===== src/rtl/dvfs_pkg.sv =====
package dvfs_pkg;

    typedef enum logic [1:0] {
        SEQ_IDLE  = 2'd0,
        SEQ_VWAIT = 2'd1,
        SEQ_FWAIT = 2'd2
    } seq_st_e;

    function automatic int unsigned lvl_code(input int unsigned lvl,
                                             input int unsigned base,
                                             input int unsigned per);
        return base + lvl * per;
    endfunction

endpackage


===== src/rtl/dvfs_target_sel.sv =====
module dvfs_target_sel #(
    parameter int NCORES       = 4,
    parameter int NUM_REQ_LVLS = 4,
    parameter int REQ_W        = 2,
    parameter int LVL_W        = 3
) (
    input  logic [NCORES-1:0]       core_active,
    input  logic [NCORES*REQ_W-1:0] core_req,
    input  logic                    limit_flag,
    output logic [LVL_W-1:0]        tgt_lvl,
    output logic                    tgt_valid
);
    localparam logic [REQ_W-1:0] TOP_REQ = REQ_W'(NUM_REQ_LVLS - 1);
    localparam logic [LVL_W-1:0] BOOST   = LVL_W'(NUM_REQ_LVLS);

    logic [REQ_W-1:0] req_a [NCORES];
    logic [REQ_W-1:0] max_req;
    logic             any_act;

    for (genvar g = 0; g < NCORES; g++) begin : g_unpack
        assign req_a[g] = core_req[g*REQ_W +: REQ_W];
    end

    always_comb begin
        max_req = '0;
        any_act = 1'b0;
        for (int i = 0; i < NCORES; i++) begin
            if (core_active[i]) begin
                any_act = 1'b1;
                if (req_a[i] > max_req) max_req = req_a[i];
            end
        end
    end

    assign tgt_valid = any_act;
    assign tgt_lvl   = (any_act && max_req == TOP_REQ && !limit_flag) ? BOOST
                                                                      : LVL_W'(max_req);

    always_comb begin
        for (int i = 0; i < NCORES; i++) begin

            if (core_active[i]) begin
                max_covers_chk: assert (tgt_lvl >= LVL_W'(req_a[i]));
            end
        end

        if (limit_flag) begin
            no_boost_limited_chk: assert (tgt_lvl != BOOST);
        end
    end
endmodule


===== src/rtl/dvfs_vf_map.sv =====
module dvfs_vf_map #(
    parameter int LVL_W       = 3,
    parameter int VID_W       = 8,
    parameter int RATIO_W     = 8,
    parameter int VID_BASE    = 40,
    parameter int VID_PER_LVL = 6,
    parameter int RATIO_BASE  = 12,
    parameter int RATIO_STEP  = 4
) (
    input  logic [LVL_W-1:0]   lvl,
    output logic [VID_W-1:0]   vid,
    output logic [RATIO_W-1:0] ratio
);
    assign vid   = VID_W'(dvfs_pkg::lvl_code(int'(lvl), VID_BASE, VID_PER_LVL));
    assign ratio = RATIO_W'(dvfs_pkg::lvl_code(int'(lvl), RATIO_BASE, RATIO_STEP));
endmodule


===== src/rtl/dvfs_step_seq.sv =====
module dvfs_step_seq #(
    parameter int LVL_W       = 3,
    parameter int VID_W       = 8,
    parameter int RATIO_W     = 8,
    parameter int VID_BASE    = 40,
    parameter int VID_PER_LVL = 6,
    parameter int RATIO_BASE  = 12,
    parameter int RATIO_STEP  = 4,
    parameter int VID_STEP    = 4,
    parameter int TIMEOUT_CYC = 64
) (
    input  logic               clk,
    input  logic               rst_n,
    input  logic [LVL_W-1:0]   goal_lvl,
    input  logic [VID_W-1:0]   goal_vid,
    input  logic [RATIO_W-1:0] goal_ratio,
    input  logic               vr_ready,
    input  logic               pll_lock,
    output logic [VID_W-1:0]   vid_req,
    output logic [RATIO_W-1:0] ratio_req,
    output logic [LVL_W-1:0]   cur_level,
    output logic               busy,
    output logic               vr_timeout_err
);
    import dvfs_pkg::*;

    localparam int TMR_W = $clog2(TIMEOUT_CYC + 1);
    localparam logic [VID_W-1:0] STEP_V  = VID_W'(VID_STEP);
    localparam logic [TMR_W-1:0] TMO_V   = TMR_W'(TIMEOUT_CYC);
    localparam logic [VID_W-1:0] RST_VID = VID_W'(VID_BASE);
    localparam logic [RATIO_W-1:0] RST_RATIO = RATIO_W'(RATIO_BASE);

    typedef struct packed {
        seq_st_e            st;
        logic [VID_W-1:0]   vid;
        logic [RATIO_W-1:0] ratio;
        logic [LVL_W-1:0]   lvl;
        logic [TMR_W-1:0]   tmr;
        logic               err;
    } seq_t;

    seq_t s_d, s_q;
    logic [VID_W-1:0] up_nxt, dn_nxt;

    assign up_nxt = (goal_vid - s_q.vid > STEP_V) ? s_q.vid + STEP_V : goal_vid;
    assign dn_nxt = (s_q.vid - goal_vid > STEP_V) ? s_q.vid - STEP_V : goal_vid;

    always_comb begin
        s_d = s_q;
        case (s_q.st)
            SEQ_IDLE: begin
                s_d.tmr = '0;
                if (s_q.ratio < goal_ratio) begin
                    if (s_q.vid < goal_vid) begin
                        s_d.vid = up_nxt;
                        s_d.st  = SEQ_VWAIT;
                    end else begin
                        s_d.ratio = goal_ratio;
                        s_d.st    = SEQ_FWAIT;
                    end
                end else if (s_q.ratio > goal_ratio) begin
                    s_d.ratio = goal_ratio;
                    s_d.st    = SEQ_FWAIT;
                end else if (s_q.vid > goal_vid) begin
                    s_d.vid = dn_nxt;
                    s_d.st  = SEQ_VWAIT;
                end else if (s_q.vid < goal_vid) begin
                    s_d.vid = up_nxt;
                    s_d.st  = SEQ_VWAIT;
                end else begin
                    s_d.lvl = goal_lvl;
                end
            end
            SEQ_VWAIT: begin
                if (vr_ready)            s_d.st  = SEQ_IDLE;
                else if (s_q.tmr == TMO_V) s_d.err = 1'b1;
                else                     s_d.tmr = s_q.tmr + 1'b1;
            end
            SEQ_FWAIT: begin
                if (pll_lock) s_d.st = SEQ_IDLE;
            end
            default: s_d.st = SEQ_IDLE;
        endcase
    end

    always_ff @(posedge clk or negedge rst_n) begin
        if (!rst_n) begin
            s_q <= '{st: SEQ_IDLE, vid: RST_VID, ratio: RST_RATIO,
                     lvl: '0, tmr: '0, err: 1'b0};
        end else begin
            s_q <= s_d;
        end
    end

    assign vid_req        = s_q.vid;
    assign ratio_req      = s_q.ratio;
    assign cur_level      = s_q.lvl;
    assign vr_timeout_err = s_q.err;
    assign busy           = (s_q.st != SEQ_IDLE) || (goal_lvl != s_q.lvl);

    function automatic int need_vid(input logic [RATIO_W-1:0] r);
        return VID_BASE + ((int'(r) - RATIO_BASE) / RATIO_STEP) * VID_PER_LVL;
    endfunction


    vid_step_bound_chk: assert property (@(posedge clk) disable iff (!rst_n)
        !$stable(s_q.vid) |-> (((s_q.vid > $past(s_q.vid)) ? s_q.vid - $past(s_q.vid)
                                                           : $past(s_q.vid) - s_q.vid) <= STEP_V));

    vid_hold_chk: assert property (@(posedge clk) disable iff (!rst_n)
        (s_q.st == SEQ_VWAIT && !vr_ready) |=> $stable(s_q.vid));

    ratio_hold_chk: assert property (@(posedge clk) disable iff (!rst_n)
        (s_q.st == SEQ_FWAIT && !pll_lock) |=> ($stable(s_q.ratio) && $stable(s_q.vid)));

    one_axis_chk: assert property (@(posedge clk) disable iff (!rst_n)
        !$stable(s_q.vid) |-> $stable(s_q.ratio));

    vid_covers_ratio_chk: assert property (@(posedge clk) disable iff (!rst_n)
        int'(s_q.vid) >= need_vid(s_q.ratio));

    err_sticky_chk: assert property (@(posedge clk) disable iff (!rst_n)
        s_q.err |=> s_q.err);

    lvl_match_chk: assert property (@(posedge clk) disable iff (!rst_n)
        !$stable(s_q.lvl) |-> (int'(s_q.ratio) == RATIO_BASE + int'(s_q.lvl) * RATIO_STEP &&
                               int'(s_q.vid) == VID_BASE + int'(s_q.lvl) * VID_PER_LVL));
endmodule


===== src/rtl/dvfs_sequencer.sv =====
module dvfs_sequencer #(
    parameter int NCORES       = 4,
    parameter int NUM_REQ_LVLS = 4,
    parameter int VID_W        = 8,
    parameter int RATIO_W      = 8,
    parameter int VID_BASE     = 40,
    parameter int VID_PER_LVL  = 6,
    parameter int RATIO_BASE   = 12,
    parameter int RATIO_STEP   = 4,
    parameter int VID_STEP     = 4,
    parameter int TIMEOUT_CYC  = 64,
    parameter int REQ_W        = $clog2(NUM_REQ_LVLS),
    parameter int LVL_W        = $clog2(NUM_REQ_LVLS + 1)
) (
    input  logic                    clk,
    input  logic                    rst_n,
    input  logic [NCORES-1:0]       core_active,
    input  logic [NCORES*REQ_W-1:0] core_req,
    input  logic                    limit_flag,
    input  logic                    vr_ready,
    input  logic                    pll_lock,
    output logic [VID_W-1:0]        vid_req,
    output logic [RATIO_W-1:0]      ratio_req,
    output logic [LVL_W-1:0]        cur_level,
    output logic                    busy,
    output logic                    vr_timeout_err
);
    logic [LVL_W-1:0]   tgt_lvl, goal_lvl;
    logic               tgt_valid;
    logic [VID_W-1:0]   goal_vid;
    logic [RATIO_W-1:0] goal_ratio;

    dvfs_target_sel #(
        .NCORES(NCORES), .NUM_REQ_LVLS(NUM_REQ_LVLS), .REQ_W(REQ_W), .LVL_W(LVL_W)
    ) u_sel (
        .core_active(core_active), .core_req(core_req), .limit_flag(limit_flag),
        .tgt_lvl(tgt_lvl), .tgt_valid(tgt_valid)
    );

    // with no active core the held level is its own goal
    assign goal_lvl = tgt_valid ? tgt_lvl : cur_level;

    dvfs_vf_map #(
        .LVL_W(LVL_W), .VID_W(VID_W), .RATIO_W(RATIO_W), .VID_BASE(VID_BASE),
        .VID_PER_LVL(VID_PER_LVL), .RATIO_BASE(RATIO_BASE), .RATIO_STEP(RATIO_STEP)
    ) u_map (
        .lvl(goal_lvl), .vid(goal_vid), .ratio(goal_ratio)
    );

    dvfs_step_seq #(
        .LVL_W(LVL_W), .VID_W(VID_W), .RATIO_W(RATIO_W), .VID_BASE(VID_BASE),
        .VID_PER_LVL(VID_PER_LVL), .RATIO_BASE(RATIO_BASE), .RATIO_STEP(RATIO_STEP),
        .VID_STEP(VID_STEP), .TIMEOUT_CYC(TIMEOUT_CYC)
    ) u_seq (
        .clk(clk), .rst_n(rst_n), .goal_lvl(goal_lvl), .goal_vid(goal_vid),
        .goal_ratio(goal_ratio), .vr_ready(vr_ready), .pll_lock(pll_lock),
        .vid_req(vid_req), .ratio_req(ratio_req), .cur_level(cur_level),
        .busy(busy), .vr_timeout_err(vr_timeout_err)
    );


    hold_when_idle_chk: assert property (@(posedge clk) disable iff (!rst_n)
        (core_active == '0 && !busy) |=> ($stable(vid_req) && $stable(ratio_req)));
endmodule


===== config.mk =====
export PLATFORM = sky130hd
export DESIGN_NAME = dvfs_sequencer
export DESIGN_NICKNAME = d
export VERILOG_FILES = /design/src/rtl/dvfs_pkg.sv /design/src/rtl/dvfs_target_sel.sv /design/src/rtl/dvfs_vf_map.sv /design/src/rtl/dvfs_step_seq.sv /design/src/rtl/dvfs_sequencer.sv
export SDC_FILE = /design/constraint.sdc
export NUM_CORES = 1
export LEC_CHECK = 0
export ABC_AREA = 1
export BUFFER_PORTS_ARGS = -buffer_cell sky130_fd_sc_hd__buf_2
export CAP_MARGIN = 5
export CORE_MARGIN = 2
export CORE_UTILIZATION = 50
export CTS_CLUSTER_DIAMETER = 120
export DETAILED_ROUTE_END_ITERATION = 8
export GPL_TIMING_DRIVEN = 0
export PLACE_DENSITY = 0.79
export SYNTH_ARGS = -nofsm -noshare
export SYNTH_HDL_FRONTEND = slang
export SYNTH_HIERARCHICAL = 1
export SYNTH_SLANG_ARGS = --single-unit

===== constraint.sdc =====
create_clock -name clk -period 5.4 [get_ports clk]
set_input_delay 0.27 -clock clk [delete_from_list [all_inputs] [get_ports clk]]
set_output_delay 0.27 -clock clk [all_outputs]
set_load 0.02 [all_outputs]

After elaboration in Yosys (flattened, before gate mapping)
Index checks and enable logic that the tools add are counted.
- register bits after elaboration: 29
- output and inout port bits: 21
- bitwise gates (word level): 5
- equal/unequal tests: 13
- reductions and logical operators: 15
- magnitude comparators: 10
- multiply operators: 1
- $add $sub $neg: 7
- muxes and demuxes: 32
- operators by type and width (operator ; number):
    two-way mux 8 bit ; 7
    two-way mux 2 bit ; 12
    two-way mux 10 bit ; 2
    two-way mux 18 bit ; 1
    greater-than comparator 8 x 3 -> 1 bit (second input constant) ; 2
    case mux 7 bit (2 select lines) ; 1
    inequality test 2 bit (second input constant) ; 6
    AND reduction 3 bit ; 4
    adder 8 x 3 -> 8 bit (second input constant) ; 1
    greater-than comparator 8 x 6 -> 1 bit ; 1
    greater-than comparator 8 x 7 -> 1 bit ; 1
    < comparator 8 x 6 -> 1 bit ; 1
    < comparator 8 x 7 -> 1 bit ; 1
    nonzero test 2 bit ; 4
    subtractor 7 x 8 -> 8 bit ; 1
    subtractor 8 x 3 -> 8 bit (second input constant) ; 1
    subtractor 8 x 7 -> 8 bit ; 1
    adder 6 x 6 -> 7 bit (first input constant) ; 1
    adder 7 x 1 -> 7 bit (second input constant) ; 1
    == test 7 bit (second input constant) ; 1
    two-way mux 7 bit ; 1
    adder 4 x 5 -> 6 bit (first input constant) ; 1
    greater-than comparator 2 bit ; 3
    two-way mux 3 bit ; 2
    other kinds (16) ; 26

Longest topological paths before layout
Gate-level depths: netlist of run 1.
- depth after elaboration: 27
- depth in mapped cells: 47
- depth with buffers taken out: 47

By module
Netlist of run 1, hierarchy kept.
- modules (own cells, without submodules) (module ; times used ; area an instance (µm²) ; sequential area each (µm²) ; cells an instance):
    dvfs_step_seq ; 1 ; 2990.4 ; 730.7 ; 415
    dvfs_target_sel ; 1 ; 371.6 ; 0.0 ; 62
    dvfs_vf_map ; 1 ; 269.0 ; 0.0 ; 38
    dvfs_sequencer ; 1 ; 37.5 ; 0.0 ; 10

Worst setup path after synthesis of run 1
Ideal clock, no wire load.
- path type: input to register
- from: input core_req[1]
- to: register u_seq.s_q (netlist bit u_seq/vid_req[1])
- cell stages on the path: 44
- library setup time: 0.123 ns
- arrival: 5.334 ns
- buffers on the path: 0
- path slack: -0.057 ns
- cell sequence: nand2_1 ha_1 o21bai_1 nand3_1 nand2_1 inv_1 ha_1 nand2_1 nand3_1 nand3_1 nand2_1 ha_1 inv_1 nor2_1 nor2_1 o21ai_1 or2_1 nand3_2 [8 not listed] nand2_1 and2_1 ha_1 nand3b_1 nand2_1 ha_1 nand2_2 inv_1 a21oi_1 nand2_1 nand2_1 nand2_2 nor2_8 nand2_4 nand2_4 nand3_4 nand2_1 o21ai_1
- longest elaborated chain between the ends: 26
- ends and longest elaborated chain (what ; line ; RTL):
    start: declaration ; dvfs_sequencer.sv:18 ; input logic [NCORES*REQ_W-1:0] core_req,
    greater-than comparator 2 x 1 -> 1 bit ; dvfs_target_sel.sv:30 ; if (req_a[i] > max_req) max_req = req_a[i];
    two-way mux 2 bit (*) ; dvfs_target_sel.sv:30 ;
    two-way mux 2 bit (*) ; dvfs_target_sel.sv:28 ; if (core_active[i]) begin
    greater-than comparator 2 bit ; dvfs_target_sel.sv:30 ;
    two-way mux 2 bit ; dvfs_target_sel.sv:30 ;
    two-way mux 2 bit (*) ; dvfs_target_sel.sv:28 ;
    greater-than comparator 2 bit ; dvfs_target_sel.sv:30 ;
    two-way mux 2 bit ; dvfs_target_sel.sv:30 ;
    [8 not listed] ; -- ;
    via tgt_lvl[1] ; dvfs_sequencer.sv:28 ; logic [LVL_W-1:0] tgt_lvl, goal_lvl;
    [1 not listed] ; -- ;
    via goal_lvl[1] ; dvfs_sequencer.sv:28 ;
    [2 not listed] ; -- ;
    via goal_vid[5] ; dvfs_sequencer.sv:30 ; logic [VID_W-1:0] goal_vid;
    subtractor 7 x 8 -> 8 bit ; dvfs_step_seq.sv:45 ; assign up_nxt = (goal_vid - s_q.vid > STEP_V) ? s_q.vid + STEP_V : goal_vid;
    greater-than comparator 8 x 3 -> 1 bit ; dvfs_step_seq.sv:45 ;
    two-way mux 8 bit ; dvfs_step_seq.sv:45 ;
    two-way mux 10 bit ; dvfs_step_seq.sv:67 ; end else if (s_q.vid < goal_vid) begin
    two-way mux 10 bit ; dvfs_step_seq.sv:64 ; end else if (s_q.vid > goal_vid) begin
    two-way mux 8 bit ; dvfs_step_seq.sv:61 ; end else if (s_q.ratio > goal_ratio) begin
    two-way mux 18 bit ; dvfs_step_seq.sv:53 ; if (s_q.ratio < goal_ratio) begin
    end signal: assignment ; dvfs_step_seq.sv:88 ; s_q <= '{st: SEQ_IDLE, vid: RST_VID, ratio: RST_RATIO,
    end: declaration ; dvfs_step_seq.sv:42 ; seq_t s_d, s_q;
The timed path passes the listed nets; every way through them passes the cells marked *. The select of a mux whose other input is x is not followed.
A chain may end at the register's enable or synchronous reset.

Worst setup path after layout of run 1
- from: input core_req[3]
- to: register u_seq.s_q (netlist bit u_seq/vid_req[0])
- longest elaborated chain between the ends: 23
- ends and longest elaborated chain (what ; line):
    greater-than comparator 2 bit ; dvfs_target_sel.sv:30
    two-way mux 2 bit (*) ; dvfs_target_sel.sv:30
    two-way mux 2 bit (*) ; dvfs_target_sel.sv:28
    greater-than comparator 2 bit ; dvfs_target_sel.sv:30
    two-way mux 2 bit ; dvfs_target_sel.sv:30
    two-way mux 2 bit (*) ; dvfs_target_sel.sv:28
    greater-than comparator 2 bit ; dvfs_target_sel.sv:30
    two-way mux 2 bit ; dvfs_target_sel.sv:30
    [5 not listed] ; --
    via tgt_lvl[1] ; dvfs_sequencer.sv:28
    [1 not listed] ; --
    via goal_lvl[1] ; dvfs_sequencer.sv:28
    [2 not listed] ; --
    via goal_vid[5] ; dvfs_sequencer.sv:30
    subtractor 7 x 8 -> 8 bit ; dvfs_step_seq.sv:45
    greater-than comparator 8 x 3 -> 1 bit ; dvfs_step_seq.sv:45
    two-way mux 8 bit ; dvfs_step_seq.sv:45
    two-way mux 10 bit ; dvfs_step_seq.sv:67
    two-way mux 10 bit ; dvfs_step_seq.sv:64
    two-way mux 8 bit ; dvfs_step_seq.sv:61
    two-way mux 18 bit ; dvfs_step_seq.sv:53
Marked as above.

==> impl_metrics.env, run 1 <==
export IMPL_outcome="finished, violations left"
export IMPL_violations="negative setup slack"
export IMPL_max_slew_worst_pin_slew_ps=666
export IMPL_worst_r2r_path_depth=23
export IMPL_timing_rr_end="u_seq/vid_req[0]"
export IMPL_postSynthAreaPerCell_sq_um=6.99
export IMPL_final_design_area_no_fill_sq_mm=0.00475
export IMPL_detailed_place_area_sq_mm=0.00400
export IMPL_synth_edff_count=0
export IMPL_synth_seq_area_share=0.199
export IMPL_die_area_sq_mm=0.00804
export IMPL_ys_flop_type="sky130_fd_sc_hd__dfrtp_1"
export IMPL_async_flop_share=1.00
export IMPL_antenna_violations_before_repair=0
export IMPL_syn_inst=525
export IMPL_critical_path_endpoint_type="register"
export IMPL_cts_htree_levels=2
export IMPL_drv_max_cap_violation_count=0
export IMPL_globalRouteTotalUtil=0.231
export IMPL_flow_area_growth_from_synthesis_pct=29.4
export IMPL_drc=0
export IMPL_critical_path_most_common_cell="sky130_fd_sc_hd__ha_4"
export IMPL_postSynthRegisterBits=29
export IMPL_setup_worst_path_start_class="input pin"
export IMPL_yosys_top_cells_area="sky130_fd_sc_hd__dfrtp_1 (17%), sky130_fd_sc_hd__ha_1 (14%), sky130_fd_sc_hd__nand2_1 (14%)"
export IMPL_worstHoldPathType="in -> async"
export IMPL_leakage_nw=2.54
export IMPL_layout_worst_path_cycle_share=1.02
export IMPL_fmax_achieved_mhz=182
export IMPL_synth_top_area_share=0.171
export IMPL_clock_skew_final_ps=5.49
export IMPL_gp_congestion=0.902
export IMPL_io_buffers=37
export IMPL_grt_pass1_vias=3352
export IMPL_drtIter0Drc=270
export IMPL_core_area_sq_mm=0.00718
export IMPL_worst_ir_drop_vdd_mv=0.395
export IMPL_number_of_nets_in_the_layout=675
export IMPL_ratio_of_cells_with_drive_above_1_in_the_final_layout=0.375
export IMPL_worstPathRequired_ps=5580
export IMPL_synth_yosys_warnings=6
export IMPL_worst_endpoint_data_arrival_time_ps=5680
export IMPL_final_hold_violation_count=0
export IMPL_clk_sink_count=29
export IMPL_post_synth_top_area_cell="sky130_fd_sc_hd__dfrtp_1"
export IMPL_finalWorstPathRequiredPeriod_ps=5510
export IMPL_clk_root_buffer_cell="sky130_fd_sc_hd__clkbuf_8"
export IMPL_antennaDiodeCount=0
export IMPL_cell_with_the_largest_stage_delay_on_the_worst_path="sky130_fd_sc_hd__fa_2"
export IMPL_synth_area_sq_mm=0.00367
export IMPL_grt_first_pass_wirelength_um=14800
export IMPL_timing_rr_start="u_seq/cur_level[0]"
export IMPL_synth_distinct_cells=40
export IMPL_die_width_um=89.7
export IMPL_cpPeakStageDelay_ps=410
export IMPL_finish_cell_count_without_fillers=713
export IMPL_ff2ff_setup_slack_ps=1750
export IMPL_height_of_the_die_um=89.7
export IMPL_unrepaired_setup_endpoints_after_global_routing="yes"
export IMPL_grt_max_degree=30
export IMPL_n_fill_cell=548
export IMPL_rows=31
export IMPL_globalRouteOverflowTotal=0
export IMPL_postRouteWirelength_um=9940
export IMPL_maxSlewHeadroom=0.556
export IMPL_detailroute_via_count=3695
export IMPL_clock_tree_from_tritoncts="done"
export IMPL_numPlacedInstances=666
export IMPL_drtAntennaViolNets=0
export IMPL_detail_route_first_pass_iterations=5
export IMPL_cts_buffers=5
export IMPL_preCtsSetupSlack_ps=-805
export IMPL_critical_path_max_fanout=7
export IMPL_starting_density_of_the_core=0.511
export IMPL_ioPinCount=38
export IMPL_wl_per_cell_um=13.9
export IMPL_setup_violations_final=9
export IMPL_pwr_density_cell_mw_per_mm2=592
export IMPL_maximum_count_of_clock_buffers_along_a_single_path=2
export IMPL_dp_hpwl_um=6290
export IMPL_clock_insertion_delay_worst_skew_ps=290
export IMPL_fin_tns_setup_ps=-645
export IMPL_clkTransAtPathRegs_ps=70
export IMPL_slew_violations=0
export IMPL_post_drt_via_cell_ratio=5.18
export IMPL_setup_worst_path_class="in -> reg"
export IMPL_cts_hold_repair_buffers=0
export IMPL_final_setup_worst_slack_ps=-108
-- critical path: cells and delay by family --
kind            cells  cell delay, ps
fa+ha+maj           7            1640
buf+inv             9             630
compound gates      5             640
simple gates       24            2490
-- through the flow --
stage / util / hold WS (ps) / total power, W
after CTS: 0.612 / 30.8 / 0.00250
after global routing: 0.661 / 73.9 / 0.00302
after detailed placement: 0.557 / 345 / 0.00214
after floorplan: - / -25.6 / 0.00180
after global placement: 0.557 / 336 / 0.00210
final: 0.661 / 9.98 / 0.00281
-- layer usage --
layer | vias up | wire [um] | track usage
met2 | 144 | 5110 | 0.416
met5 | - | 0 | 0
met4 | 0 | 333 | 0.0828
met3 | 35 | 476 | 0.0256
met1 | 1721 | 4020 | 0.282
li1 | 1795 | - | -
-- worst max-delay path by stage --
| stage | from | to | slack (ps) | depth (start not counted) |
|---|---|---|---|---|
| finish | core_req[3] | u_seq/vid_req[0] | -110 | 45 |
| global route | core_req[3] | u_seq/vid_req[2] | -350 | 46 |
| CTS | core_active[0] | u_seq/cur_level[1] | 2 | 43 |
| detailed placement | core_active[0] | u_seq/vid_req[1] | -810 | 43 |
| global placement | core_active[0] | u_seq/vid_req[1] | -610 | 43 |
| floorplan | core_req[1] | u_seq/vid_req[1] | 8 | 44 |
-- placed cells by master (no fill, tap or decap), types with 7 or more instances in the layout --
cell / count
sky130_fd_sc_hd__buf_6: 8
sky130_fd_sc_hd__ha_1: 33
sky130_fd_sc_hd__nand3_2: 15
sky130_fd_sc_hd__dfrtp_1: 25
sky130_fd_sc_hd__inv_1: 71
sky130_fd_sc_hd__a21oi_1: 14
sky130_fd_sc_hd__nand2_1: 115
sky130_fd_sc_hd__buf_2: 34
sky130_fd_sc_hd__inv_2: 17
sky130_fd_sc_hd__nand2_2: 28
sky130_fd_sc_hd__nand3_1: 49
sky130_fd_sc_hd__nand4_1: 8
sky130_fd_sc_hd__o21ai_1: 13
sky130_fd_sc_hd__nand2_4: 16
sky130_fd_sc_hd__ha_4: 8
sky130_fd_sc_hd__xor2_1: 7
sky130_fd_sc_hd__nor2_1: 15
sky130_fd_sc_hd__buf_4: 62
-- kinds of logic (layout without fill, tap and decap cells) --
kind of cell / count (synthesis) / in the layout / synth area share
xor gates and xnor gates: 11 / 11 / 0.0263
buffers and inverters: 121 / 205 / 0.156
and+or+nand+nor: 273 / 273 / 0.388
AOI/OAI and AO/OA: 45 / 45 / 0.0699
adders and majority gates: 45 / 45 / 0.160
DFF: 29 / 29 / 0.199
other: 1 / 6 / 0.00102
-- synth_stat cells (2+ instances only) --
library cell	number
sky130_fd_sc_hd__nor2_4	4
sky130_fd_sc_hd__a21oi_2	2
sky130_fd_sc_hd__inv_1	80
sky130_fd_sc_hd__o21a_1	2
sky130_fd_sc_hd__a21oi_1	16
sky130_fd_sc_hd__or2_1	2
sky130_fd_sc_hd__nand4_1	8
sky130_fd_sc_hd__nand3_2	6
sky130_fd_sc_hd__nand2_2	15
sky130_fd_sc_hd__buf_4	27
sky130_fd_sc_hd__nor2_8	4
sky130_fd_sc_hd__o21bai_1	4
sky130_fd_sc_hd__dfstp_2	4
sky130_fd_sc_hd__nor2_1	16
sky130_fd_sc_hd__xnor2_1	4
sky130_fd_sc_hd__nor2_2	4
sky130_fd_sc_hd__nand2_4	9
sky130_fd_sc_hd__nor3_1	5
sky130_fd_sc_hd__nand2_1	136
sky130_fd_sc_hd__o21ai_0	5
sky130_fd_sc_hd__dfrtp_1	25
sky130_fd_sc_hd__nand3_1	58
sky130_fd_sc_hd__xor2_1	7
sky130_fd_sc_hd__o21ai_1	13
sky130_fd_sc_hd__fa_1	3
sky130_fd_sc_hd__buf_6	2
sky130_fd_sc_hd__inv_2	10
sky130_fd_sc_hd__ha_1	42
-- flip-flops by register name, indices dropped and copies added, names as in the netlist --
name	count
u_seq/ratio_req	8
u_seq/s_q	9
u_seq/cur_level	3
u_seq/vid_req	8
u_seq/vr_timeout_err	1
-- cell type report --
| type | instances | area, sq um | area share |
|---|---|---|---|
| multi-input cells | 380 | 2680 | 0.565 |
| flip-flops and latches | 29 | 731 | 0.154 |
| repair buffers | 76 | 515 | 0.109 |
| inverters | 92 | 354 | 0.0746 |
| plain buffers | 29 | 225 | 0.0475 |
| well taps | 99 | 124 | 0.0261 |
| clock buffers | 7 | 86.3 | 0.0182 |
| clock inverters | 1 | 30.0 | 0.00633 |
-- power by group --
| group | internal, W | switching, W | leakage, nW |
|---|---|---|---|
| registers | 0.000298 | 0.0000814 | 0.354 |
| clock network | 0.000150 | 0.0000885 | 0.0585 |
| logic | 0.000875 | 0.00132 | 2.13 |
| total | 0.00132 | 0.00149 | 2.54 |
-- timing repair --
action / CTS / global route
endpoints found under the setup margin: 21 / 21
setup buffers: 24 / 15
resized for setup: 24 / 59
pin swaps: 26 / 53
hold endpoints to repair: 0 / 0
Power figures use the tool's default switching activity.
==> run 2, diff against run 1 <==
--- a/config.mk
+++ b/config.mk
@@ -14,6 +14,7 @@
 export DETAILED_ROUTE_END_ITERATION = 8
 export GPL_TIMING_DRIVEN = 0
 export PLACE_DENSITY = 0.79
+export RECOVER_POWER = 100
 export SYNTH_ARGS = -nofsm -noshare
 export SYNTH_HDL_FRONTEND = slang
 export SYNTH_HIERARCHICAL = 1
==> constraint.sdc (replaced) <==
create_clock -name clk -period 5.7 [get_ports clk]
set_input_delay 0.285 -clock clk [delete_from_list [all_inputs] [get_ports clk]]
set_output_delay 0.285 -clock clk [all_outputs]
set_load 0.02 [all_outputs]
==> impl_metrics.env, run 2 (synthesized netlist as in run 1, its figures left out) <==
export IMPL_outcome="finished, violations left"
export IMPL_violations="max-capacitance violations, max-slew violations"
export IMPL_rows=31
export IMPL_final_design_area_no_fill_sq_mm=0.00449
export IMPL_psw_w=0.00134
export IMPL_wl_per_cell_um=12.5
export IMPL_worst_endpoint_data_arrival_time_ps=5670
export IMPL_die_width_um=89.7
export IMPL_clock_tree_from_tritoncts="done"
export IMPL_finalWorstPathRequiredPeriod_ps=5500
export IMPL_layout_commonest_cell="sky130_fd_sc_hd__nand2_1"
export IMPL_final_hold_violation_count=0
export IMPL_pwr_density_cell_mw_per_mm2=570
export IMPL_critical_path_top_delay_family="simple AND/OR/NAND/NOR gates"
export IMPL_cell_with_the_largest_stage_delay_on_the_worst_path="sky130_fd_sc_hd__fa_2"
export IMPL_drc=0
export IMPL_globalRouteOverflowTotal=0
export IMPL_cts_buffers=5
export IMPL_flow_area_growth_from_synthesis_pct=22.4
export IMPL_maxSlewHeadroom=-0.0625
export IMPL_antennaDiodeCount=0
export IMPL_worst_ir_drop_vdd_mv=0.377
export IMPL_setup_worst_path_start_class="input pin"
export IMPL_p_comb_frac=0.759
export IMPL_largest_register_ff_count=9
export IMPL_number_of_nets_in_the_layout=658
export IMPL_netSwitchingFraction=0.522
export IMPL_critical_path_max_fanout=6
export IMPL_post_drt_via_cell_ratio=5.04
export IMPL_cpPeakStageDelay_ps=590
export IMPL_cts_hold_repair_buffers=0
export IMPL_core_area_sq_mm=0.00718
export IMPL_postRouteWirelength_um=8670
export IMPL_preCtsSetupSlack_ps=-596
export IMPL_die_area_sq_mm=0.00804
export IMPL_grt_pass1_vias=3355
export IMPL_setup_worst_path_class="in -> reg"
export IMPL_power_report_internal_total_w=0.00122
export IMPL_grt_first_pass_wirelength_um=14300
export IMPL_globalRouteTotalUtil=0.222
export IMPL_highest_count_cells_in_the_layout_ignoring_fill_and_taps="sky130_fd_sc_hd__nand2_1 (124), sky130_fd_sc_hd__inv_1 (77), sky130_fd_sc_hd__nand3_1 (56)"
export IMPL_max_slew_worst_pin_slew_ps=1590
export IMPL_critical_path_endpoint_type="register"
export IMPL_clock_skew_final_ps=5.33
export IMPL_clock_insertion_delay_worst_skew_ps=280
export IMPL_final_setup_worst_slack_ps=201
export IMPL_drv_max_cap_violation_count=1
export IMPL_height_of_the_die_um=89.7
export IMPL_slew_violations=30
export IMPL_io_buffers=37
export IMPL_drtIter0Drc=226
export IMPL_clk_sink_count=29
export IMPL_ioPinCount=38
export IMPL_power_share_clock=0.101
export IMPL_ratio_of_cells_with_drive_above_1_in_the_final_layout=0.283
export IMPL_leakage_nw=2.41
export IMPL_grt_max_degree=30
export IMPL_layout_worst_path_cycle_share=0.965
export IMPL_drtAntennaViolNets=0
export IMPL_clkTransAtPathRegs_ps=70
export IMPL_seq_power_share=0.140
export IMPL_n_fill_cell=602
export IMPL_dp_hpwl_um=6250
export IMPL_detailed_place_area_sq_mm=0.00400
export IMPL_worstPathRequired_ps=5870
export IMPL_maximum_count_of_clock_buffers_along_a_single_path=2
export IMPL_cts_htree_levels=2
export IMPL_detail_route_first_pass_iterations=5
export IMPL_layout_core_utilization=0.626
export IMPL_worstHoldPathType="in -> reg"
export IMPL_clk_root_buffer_cell="sky130_fd_sc_hd__clkbuf_8"
export IMPL_setup_violations_final=0
export IMPL_cp_num_buf_inv=9
export IMPL_gp_congestion=0.894
export IMPL_starting_density_of_the_core=0.511
export IMPL_detailroute_via_count=3510
export IMPL_regMostFlops="u_seq/s_q"
export IMPL_antenna_violations_before_repair=0
export IMPL_fmax_achieved_mhz=182
==> run 2: cell count changes in the layout (fill, tap and decap cells not counted), sizes merged <==
cell	before	now
clkbuf	7	23
clkinv	1	2
clkinvlp	1	0
bufinv	1	2
inv	90	91
buf	105	70
==> run 2: per-layer routing <==
metal | GRT usage | vias to the layer above | wire length, um
li1 | - | 1768 | -
met1 | 0.279 | 1622 | 3830
met2 | 0.388 | 100 | 4290
met3 | 0.0302 | 20 | 349
met4 | 0.0773 | 0 | 208
met5 | 0 | - | 0
==> run 2: worst paths after layout <==
check	from	slack (ps)	to	cells past startpoint
worst max-delay path	core_active[0]	200	u_seq/vid_req[1]	43
worst min-delay path	pll_lock	190	u_seq/s_q[28]	2
worst max register to register	u_seq/cur_level[0]	2100	u_seq/vid_req[1]	22
worst min register to register	u_seq/s_q[7]	480	u_seq/s_q[7]	1
max in group asynchronous	rst_n	4380	u_seq/cur_level[0]	1
min in group asynchronous	rst_n	390	u_seq/s_q[7]	1
==> run 2: final cells by class <==
type	instances	area, sq um	share of cell area
buffer	29	225	0.0502
clock buffer	5	68.8	0.0153
clock inverter	3	65.1	0.0145
inverter	92	348	0.0775
multi-input combinational	380	2560	0.571
sequential	29	731	0.163
tap	99	124	0.0276
timing repair buffer	59	365	0.0814
==> run 2: power groups by stage <==
stage                     logic (W)  registers, W  clock network, W
after floorplan             0.00136      0.000340                 0
after global routing        0.00215      0.000367          0.000275
final                       0.00194      0.000358          0.000260
after detailed placement    0.00167      0.000361                 0
after CTS                   0.00174      0.000359          0.000266
after global placement      0.00163      0.000358                 0
==> run 2: per-stage QoR <==
step / hold slack (ps) / instances / setup TNS (ps) / power [W]
after floorplan: -10.6 / 530 / 0 / 0.00170
after global placement: 351 / 666 / -6680 / 0.00199
after detailed placement: 361 / 666 / -10720 / 0.00203
after CTS: 49.0 / 679 / 0 / 0.00236
after global routing: 196 / 696 / -1550 / 0.00280
final: 186 / 696 / 0 / 0.00256
==> run 2: worst reg2reg max path, cell delays in order (launching register included) <==
cell,delay [ps]
sky130_fd_sc_hd__dfrtp_1,410
sky130_fd_sc_hd__buf_4,150
sky130_fd_sc_hd__nand2_1,100
sky130_fd_sc_hd__nand2_4,100
sky130_fd_sc_hd__ha_4,170
sky130_fd_sc_hd__inv_1,80
sky130_fd_sc_hd__fa_2,490
sky130_fd_sc_hd__inv_2,90
sky130_fd_sc_hd__ha_2,160
sky130_fd_sc_hd__nand3b_1,110
sky130_fd_sc_hd__nand2_2,120
sky130_fd_sc_hd__ha_4,360
sky130_fd_sc_hd__a21oi_4,80
sky130_fd_sc_hd__o21a_1,240
sky130_fd_sc_hd__nand2_4,130
sky130_fd_sc_hd__nand2_4,80
sky130_fd_sc_hd__buf_12,130
sky130_fd_sc_hd__nor2_8,140
sky130_fd_sc_hd__inv_4,80
sky130_fd_sc_hd__nand2_4,70
sky130_fd_sc_hd__nand3_4,90
sky130_fd_sc_hd__nand2_2,60
sky130_fd_sc_hd__o21ai_1,60
==> run 2: repair_timing <==
action | in CTS | in global routing
setup endpoints to repair | 21 | 21
setup buffers | 5 | 17
cloned | 0 | 0
gates resized for setup | 7 | 36
pin swaps | 4 | 32
==> run 3, diff against run 2 <==
--- a/config.mk
+++ b/config.mk
@@ -8,6 +8,7 @@
 export ABC_AREA = 1
 export BUFFER_PORTS_ARGS = -buffer_cell sky130_fd_sc_hd__buf_2
 export CAP_MARGIN = 5
+export CORE_ASPECT_RATIO = 0.7
 export CORE_MARGIN = 2
 export CORE_UTILIZATION = 50
 export CTS_CLUSTER_DIAMETER = 120
==> impl_metrics.env, run 3 (synthesized netlist as in run 1, its figures left out) <==
export IMPL_post_drt_via_cell_ratio=5.05
export IMPL_starting_density_of_the_core=0.510
export IMPL_clkTransAtPathRegs_ps=70
export IMPL_worstPathRequired_ps=5920
export IMPL_rows=26
export IMPL_largest_register_ff_count=9
export IMPL_max_slew_worst_pin_slew_ps=1600
export IMPL_detailroute_via_count=3484
export IMPL_critical_path_max_fanout=6
export IMPL_grt_max_degree=30
export IMPL_globalRouteTotalUtil=0.201
export IMPL_core_area_sq_mm=0.00719
export IMPL_worst_endpoint_data_arrival_time_ps=5810
export IMPL_drtIter0Drc=198
export IMPL_outcome="finished, violations left"
export IMPL_setup_worst_path_start_class="input pin"
export IMPL_drtAntennaViolNets=0
export IMPL_gp_congestion=0.879
export IMPL_ratio_of_cells_with_drive_above_1_in_the_final_layout=0.287
export IMPL_grt_pass1_vias=2964
export IMPL_antenna_violations_before_repair=0
export IMPL_fmax_achieved_mhz=179
export IMPL_height_of_the_die_um=75.7
export IMPL_cts_buffers=5
export IMPL_cell_with_the_largest_stage_delay_on_the_worst_path="sky130_fd_sc_hd__nor4_4"
export IMPL_pwr_density_cell_mw_per_mm2=550
export IMPL_slew_violations=30
export IMPL_maxSlewHeadroom=-0.0654
export IMPL_critical_path_top_delay_family="simple AND/OR/NAND/NOR gates"
export IMPL_die_area_sq_mm=0.00805
export IMPL_die_width_um=106
export IMPL_worstHoldPathType="in -> reg"
export IMPL_cts_hold_repair_buffers=0
export IMPL_preCtsSetupSlack_ps=-652
export IMPL_layout_worst_path_cycle_share=0.980
export IMPL_clk_sink_count=29
export IMPL_regMostFlops="u_seq/s_q"
export IMPL_cts_htree_levels=2
export IMPL_critical_path_endpoint_type="register"
export IMPL_highest_count_cells_in_the_layout_ignoring_fill_and_taps="sky130_fd_sc_hd__nand2_1 (124), sky130_fd_sc_hd__inv_1 (74), sky130_fd_sc_hd__nand3_1 (55)"
export IMPL_final_hold_violation_count=0
export IMPL_antennaDiodeCount=0
export IMPL_cp_num_buf_inv=7
export IMPL_finalWorstPathRequiredPeriod_ps=5580
export IMPL_fin_tns_setup_ps=0
export IMPL_drc=0
export IMPL_wl_per_cell_um=12.7
export IMPL_maximum_count_of_clock_buffers_along_a_single_path=2
export IMPL_leakage_nw=2.37
export IMPL_clock_insertion_delay_worst_skew_ps=290
export IMPL_flow_area_growth_from_synthesis_pct=20.1
export IMPL_layout_commonest_cell="sky130_fd_sc_hd__nand2_1"
export IMPL_io_buffers=37
export IMPL_detail_route_first_pass_iterations=7
export IMPL_number_of_nets_in_the_layout=653
export IMPL_cpPeakStageDelay_ps=420
export IMPL_critical_path_most_common_cell="sky130_fd_sc_hd__nand2_4"
export IMPL_grt_first_pass_wirelength_um=13100
export IMPL_final_setup_worst_slack_ps=116
export IMPL_violations="max-capacitance violations, max-slew violations"
export IMPL_globalRouteOverflowTotal=0
export IMPL_postRouteWirelength_um=8730
export IMPL_drv_max_cap_violation_count=1
export IMPL_ioPinCount=38
export IMPL_clock_skew_final_ps=5.17
export IMPL_setup_violations_final=0
export IMPL_setup_worst_path_class="in -> reg"
export IMPL_dp_hpwl_um=6360
export IMPL_clk_root_buffer_cell="sky130_fd_sc_hd__clkbuf_8"
export IMPL_worst_ir_drop_vdd_mv=0.273
export IMPL_clock_tree_from_tritoncts="done"
## run 3: area by class of cell
cell class,count,area [sq um]
repair buffers,54,304
flip-flops and latches,29,731
clock buffers,7,96.3
fillers,649,2790
inverters,92,348
multi-input cells,380,2570
plain buffers,29,225
clock inverters,1,5.00
well taps,98,123
## run 3: metrics by stage
stage	hold WS (ps)	util	instance area, sq um	total power, W	instances
floorplan	-10.6	-	3690	0.00170	530
global placement	363	0.556	4000	0.00198	665
detailed placement	360	0.556	4000	0.00203	665
CTS	44.5	0.577	4150	0.00228	675
global route	165	0.613	4400	0.00264	690
finish	162	0.613	4400	0.00242	690
## run 3: timing repair
item / in CTS / in global routing
endpoints found under the hold margin: 0 / 0
endpoints found under the setup margin: 21 / 21
cloned: 0 / 0
gates resized for setup: 9 / 40
setup buffers: 2 / 15
pin swaps: 2 / 34
## run 3: final timing paths
| check | from | depth (start not counted) | slack (ps) | endpoint |
|---|---|---|---|---|
| worst max-delay path | core_req[0] | 43 | 120 | u_seq/cur_level[1] |
| worst max register to register | u_seq/cur_level[0] | 21 | 2120 | u_seq/cur_level[1] |
| worst min-delay path | pll_lock | 2 | 160 | u_seq/s_q[28] |
| worst min register to register | u_seq/ratio_req[3] | 2 | 500 | u_seq/ratio_req[3] |
| max in group asynchronous | rst_n | 1 | 4380 | u_seq/ratio_req[4] |
| min in group asynchronous | rst_n | 1 | 380 | u_seq/vid_req[7] |
## run 3: metal layers
layer,up-vias,share of wire,global-route usage
li1,1763,-,-
met1,1608,0.48,0.291
met2,101,0.46,0.318
met3,12,0.050,0.0368
met4,0,0.0078,0.0409
met5,-,0,0
## run 3: where the power goes
group	internal, W	total [W]	switching, W	leakage, nW
combinational	0.000724	0.00187	0.00115	1.97
clock	0.000109	0.000196	0.0000873	0.0542
sequential	0.000279	0.000356	0.0000762	0.353
total	0.00111	0.00242	0.00131	2.37
